## config.mk

```make
export PLATFORM = sky130hd
export DESIGN_NAME = cfg_port_arb
export DESIGN_NICKNAME = d
export VERILOG_FILES = /design/src/rtl/cfg_arb_pkg.sv /design/src/rtl/cfg_arb_boot_lock.sv /design/src/rtl/cfg_arb_fsm.sv /design/src/rtl/cfg_port_arb.sv
export SDC_FILE = /design/constraint.sdc
export NUM_CORES = 1
export LEC_CHECK = 0
export ABC_AREA = 0
export BUFFER_PORTS_ARGS = -buffer_cell sky130_fd_sc_hd__buf_2
export CORE_AREA = 2 2 39 41
export DETAILED_ROUTE_END_ITERATION = 8
export DIE_AREA = 0 0 41 43
export HOLD_SLACK_MARGIN = 0.1
export PLACE_DENSITY_LB_ADDON = 0.08
export SKIP_CTS_REPAIR_TIMING = 1
export SYNTH_ARGS = -nofsm -noshare
export SYNTH_HDL_FRONTEND = slang
export SYNTH_SLANG_ARGS = --single-unit
```

## constraint.sdc

```tcl
create_clock -name clk_i -period 5.4 [get_ports clk_i]
set_input_delay 0.81 -clock clk_i [delete_from_list [all_inputs] [get_ports clk_i]]
set_output_delay 0.81 -clock clk_i [all_outputs]
set_load 0.03 [all_outputs]
```

## src/rtl/cfg_arb_pkg.sv

```systemverilog
package cfg_arb_pkg;
  typedef enum logic [1:0] {
    ARB_IDLE      = 2'd0,
    ARB_HOST_OWN  = 2'd1,
    ARB_HOST_REL  = 2'd2,
    ARB_LOCAL_OWN = 2'd3
  } arb_state_e;
endpackage

```

## src/rtl/cfg_arb_boot_lock.sv

```systemverilog
module cfg_arb_boot_lock (
  input  logic clk_i,
  input  logic rst_ni,
  input  logic boot_done_i,
  output logic boot_ok_o
);
  logic seen_q;

  always_ff @(posedge clk_i or negedge rst_ni) begin
    if (!rst_ni)          seen_q <= 1'b0;
    else if (boot_done_i) seen_q <= 1'b1;
  end

  // level is honoured in the cycle it arrives, then remembered
  assign boot_ok_o = seen_q | boot_done_i;
endmodule

```

## src/rtl/cfg_arb_fsm.sv

```systemverilog
module cfg_arb_fsm
  import cfg_arb_pkg::*;
(
  input  logic       clk_i,
  input  logic       rst_ni,
  input  logic       boot_ok_i,
  input  logic       host_req_i,
  input  logic       loc_req_i,
  input  logic       loc_done_i,
  output arb_state_e state_o
);
  arb_state_e state_q, state_d;

  always_comb begin
    state_d = state_q;
    unique case (state_q)
      ARB_IDLE: begin
        if (host_req_i)                  state_d = ARB_HOST_OWN;
        else if (boot_ok_i && loc_req_i) state_d = ARB_LOCAL_OWN;
      end
      ARB_HOST_OWN: begin
        if (!host_req_i)                 state_d = ARB_IDLE;
        else if (boot_ok_i && loc_req_i) state_d = ARB_HOST_REL;
      end
      // grant is only withdrawn once the host lets go
      ARB_HOST_REL: begin
        if (!host_req_i) state_d = ARB_IDLE;
      end
      ARB_LOCAL_OWN: begin
        if (loc_done_i || !loc_req_i) state_d = ARB_IDLE;
      end
      default: state_d = ARB_IDLE;
    endcase
  end

  always_ff @(posedge clk_i or negedge rst_ni) begin
    if (!rst_ni) state_q <= ARB_IDLE;
    else         state_q <= state_d;
  end

  assign state_o = state_q;
endmodule

```

## src/rtl/cfg_port_arb.sv

```systemverilog
module cfg_port_arb
  import cfg_arb_pkg::*;
#(
  parameter bit HOST_ONLY = 1'b0
) (
  input  logic clk_i,
  input  logic rst_ni,
  input  logic boot_done_i,
  input  logic host_req_i,
  output logic host_gnt_o,
  output logic host_rel_o,
  input  logic loc_req_i,
  input  logic loc_done_i,
  output logic loc_gnt_o
);
  logic       boot_ok;
  arb_state_e state;

  cfg_arb_boot_lock u_boot_lock (
    .clk_i       (clk_i),
    .rst_ni      (rst_ni),
    .boot_done_i (boot_done_i),
    .boot_ok_o   (boot_ok)
  );

  cfg_arb_fsm u_fsm (
    .clk_i      (clk_i),
    .rst_ni     (rst_ni),
    .boot_ok_i  (boot_ok),
    .host_req_i (host_req_i),
    .loc_req_i  (loc_req_i),
    .loc_done_i (loc_done_i),
    .state_o    (state)
  );

  generate
    if (HOST_ONLY) begin : g_host_only
      logic unused_state;
      assign unused_state = ^state;
      assign host_gnt_o = 1'b1 | unused_state;
      assign host_rel_o = 1'b0;
      assign loc_gnt_o  = 1'b0;
    end else begin : g_shared
      assign host_gnt_o = (state == ARB_HOST_OWN) || (state == ARB_HOST_REL);
      assign host_rel_o = (state == ARB_HOST_REL);
      assign loc_gnt_o  = (state == ARB_LOCAL_OWN);
    end
  endgenerate
endmodule

```

== Word level (Yosys, flattened, before mapping) ==
Index checks and enable logic that the tools add are counted.
Widths: inputs -> output; s select.
Operators by class
  add/subtract/negate cells: 0
  multipliers: 0
  div/mod/pow operators: 0
  magnitude comparators: 0
  eq/ne operators: 7
  shift-type cells: 0
  mux-type cells: 7
  bitwise logic cells: 1
  reductions and logical operators: 6
Operators by type and width (number)
  $mux 2: 6
  $pmux 2 s4: 1
  $ne 3x2->1 const B: 2
  $eq 2x2->1 const B: 2
  $reduce_and 4->1: 1
  $eq 2x1->1 const B: 1
  $logic_not 2->1: 1
  $logic_or 1x1->1: 2
  $ne 2x1->1 const B: 1
  $ne 2x2->1 const B: 1
  $logic_and 1x1->1: 1
  $logic_not 1->1: 1
  $or 1x1->1: 1
Storage, ports and cells
  register bits: 3
  bits in latches: 0
  RAM bits: 0
  ROM bits: 0
  bits of input ports: 6
  output and inout bits: 3
  memories kept: 0

== Logic depth before layout (Yosys ltp) ==
  word-level depth: 5
  mapped depth: 5
  gate-level depth less buffers: 5

== Modules after synthesis ==
From an unflattened synthesis, not the netlist that was laid out.
Second synthesis, totals
  cell total of the unflattened synthesis: 18
  area total of the unflattened synthesis: 195.2 um^2
Modules (own cells, without submodules)
  cfg_arb_fsm: times used 1, cells each 11, area each 125.1 um^2
  cfg_arb_boot_lock: times used 1, cells each 3, area each 37.5 um^2
  cfg_port_arb: times used 1, cells each 4, area each 32.5 um^2

== Least setup slack after synthesis ==
No wires, ideal clock.
  kind: in2reg
  start point: input port host_req_i
  end point: register u_fsm.state_q[1], in the netlist u_fsm.state_o[1]
  arrival: 1.772 ns
  slack: 3.503 ns
  cell stages on the path: 3
  buffers on the path: 0
  cells stage by stage: mux2_1 a221o_2 mux2_4
Between the ends
  longest elaborated chain between the ends: 2
Ends and longest elaborated chain
  start: declaration: line cfg_port_arb.sv:9  | input logic host_req_i,
  $ne 3x2->1 (no line) (tied with other cells)
  $reduce_and 4->1 (no line) or $pmux 2 s4 (tied branches)
  end signal: assignment: line cfg_arb_fsm.sv:38  | else state_q <= state_d;
  end: declaration: line cfg_arb_fsm.sv:12  | arb_state_e state_q, state_d;
Several ways; a longest one is shown, not always the timed one.
A chain may end at the register's enable or synchronous reset.

== Worst setup path after layout ==
  start point: register u_fsm.state_q[1], in the netlist u_fsm.state_o[1]
  end point: output port host_gnt_o
Between the ends
  longest elaborated chain between the ends: 2
Ends and longest elaborated chain
  $eq 2x1->1 or $eq 2x2->1 (tied branches): line cfg_port_arb.sv:44  | assign host_gnt_o = (state == ARB_HOST_OWN) || (state == ARB_HOST_REL);
  $logic_or 1x1->1 *: line cfg_port_arb.sv:44
  end: declaration: line cfg_port_arb.sv:10  | output logic host_gnt_o,
Mark *: on every way between the ends. The rest lies on a longest branch, timed or not.

==> summary.txt <==
Status
  – Outcome: complete, no violations

Finish
  – Share of cells above drive strength 1: 43.8%
  – Commonest non-fill, non-tap cell in the layout: buf_2
  – Final cell count without fillers: 48
  – Final net count: 44
  – Fin util: between 20% and 30%
  – Highest-count cells in the layout ignoring fill and taps: 8 x buf_2, 5 x ha_1, 3 x inv_1, 3 x clkbuf_4, 3 x dfrtp_1
  – Fillers: 159
  – ANT cells: 0
  – Synthesis-to-finish area growth: 37.7%

STA
  – Max transition margin: just under 90%
  – Min cycle time layout: roughly 2.0 ns
  – Measured slew at the worst slew-check pin: roughly 0.16 ns
  – Hold Fails Final Rpt: 0
  – Final setup viols: 0
  – RSZ-0062 raised after global routing: no
  – Period utilisation layout: a little under two fifths
  – Max-slew violations: 0
  – Fmax: around 500 MHz
  – Layout Skew: roughly 0.0010 ns
  – Setup TNS: 0 ns
  – Fin worst setup slack: 3.41 ns

Flow run
  – Max-Cap Viols: 0

Setup path
  – Slowest CP cell: dfrtp_1
  – CP max FO: 4
  – Critical path launch point: u_fsm.state_o[1]
  – Reg2Reg Launch Point: u_fsm.state_o[1]
  – Crit path capture type: output pin
  – Worst path max stage delay: around 0.40 ns
  – Kind of critical path: reg -> out
  – Critical Path AT: between 1 and 1.5 ns
  – Worst EP required: between 4 and 5 ns
  – Worst path cell trace: inv_1 -> ha_1 -> buf_2
  – CP Launch Type: flip-flop

Hold path
  – Hold crit path type: in -> async

Logic synthesis
  – Seq cells post-synth: 3
  – Synthesized Nets: 31
  – Post-synthesis sequential area ratio: roughly a third
  – Synth Warn #: 0
  – Syn_area_per_cell: approximately 11 µm²
  – Syn Inst Count: 20
  – Post-synthesis cell area: about 230 µm²
  – Post-synth cell types: 11

Place
  – Hpwl dp: between 300 and 400 µm
  – I/O Buffers: 8
  – Placed cells: between 40 and 50
  – Global placer's final weighted congestion: between 0.6 and 0.7
  – Pre-CTS setup slack: 3.33 ns

Detailed routing
  – Drt first pass iters: 2
  – Initial DRC Count: 1
  – DR vias/cell: approximately 3.7
  – Post-DR wirelength/cell: between 8 and 9 µm
  – DRC Markers: 0
  – Final wirelength: 420 µm
  – Post-DRT Antenna Nets: 0
  – DR vias: about 180

Power and ir drop
  – Pwr/cell area: 541 nW/µm²
  – Total power draw: roughly 170 µW
  – VDD IR-drop max: roughly 0.00013 V
  – LEAKAGE: ~0.00017 µW

Global routing
  – Antenna violations before repair: 0
  – Number of global-route vias before repair: 180
  – Congestion Overflow GR: 0
  – GRT Resource Usage Total: slightly above 7%
  – Largest net degree at the start of global routing: 5
  – First-pass GRT wire length: about 740 µm

Floorplan
  – # IOs: 9
  – Die Ht: 43 µm
  – Die width: around 41 µm
  – Row cnt: 14
  – Starting density of the core: ~17%
  – Die ar.: roughly 1800 µm²
  – Core area: ~1400 µm²

Clock network
  – H-Tree Depth: 1
  – Clock tree buffer depth: 2
  – Clk_lat worst skew: between 0.2 and 0.25 ns
  – Clock Pin Slew Worst Setup and Hold Paths: about 0.04 ns
  – CTS root buf: clkbuf_4
  – CTS Buf Count: 3
  – CTS sink count: 3
  – CTS tree: built
==> cell type report <==
class | instances | area, µm² | area share (%)
tap | 16 | 20.0 | 6.35
sequential | 3 | 75.1 | 23.8
clock buffer | 4 | 26.3 | 8.33
multi-input combinational | 14 | 143 | 45.2
timing repair buffer | 8 | 40.0 | 12.7
inverter | 3 | 11.3 | 3.57
==> state kept, by name, indices dropped and copies added (netlist names) <==
register	cells
u_fsm.state_o	2
u_boot_lock.seen_q	1
==> Yosys cell counts <==
cell type	instances	share of area, %
mux2i_1	1	4.4
mux2_4	1	6.6
a221o_2	1	4.9
mux2_1	1	4.9
or2_2	1	2.7
inv_1	3	4.9
o21ai_0	2	4.4
nand3b_1	1	3.3
ha_1	5	27
dfrtp_1	3	33
and3b_1	1	3.8
==> metrics by stage <==
step                hold slack (ns)  cell area [µm²]
finish                        0.369              315
global route                  0.347              315
CTS                           0.361              315
detailed placement            0.456              289
global placement              0.458              289
floorplan                     0.431              229
==> critical path, delay by kind of cell, from the launching register on <==
kind       cells  cell delay (ns)
buf+inv        2             0.28
flops          1             0.40
fa+ha+maj      1             0.27
==> cells by family after synthesis <==
family	Yosys count	synth area share, %
AO/OA/AOI/OAI	3	9.29
adder cells (fa/ha/maj)	5	27.3
buffers and inverters	3	4.92
flip-flops	3	32.8
multiplexers	3	15.8
AND/OR/NAND/NOR	3	9.84
==> final timing paths <==
path	endpoint	slack, ns	depth (start not counted)
setup reg to reg	u_fsm.state_o[1]	3.59	5
setup / recovery	host_gnt_o	3.41	3
hold reg to reg	u_boot_lock.seen_q	0.46	1
min in group clk_i	u_boot_lock.seen_q	0.46	1
max in group asynchronous	u_fsm.state_o[1]	4.92	1
hold / removal	u_boot_lock.seen_q	0.37	1
==> layer usage <==
metal | vias to the layer above | track usage [%] | routed length [µm]
met5 | - | 0 | 0
met4 | 0 | 6.00 | 0
met3 | 0 | 7.85 | 24
met2 | 4 | 6.56 | 187
met1 | 79 | 8.77 | 208
li1 | 93 | - | -
==> power by group <==
group	total [µW]	internal (µW)	switching, µW
registers	37.3	30.0	7.30
logic	94.7	38.9	55.8
clock network	38.6	27.6	10.9
total	171	96.5	74.1
(Power assumes the default switching activity.)
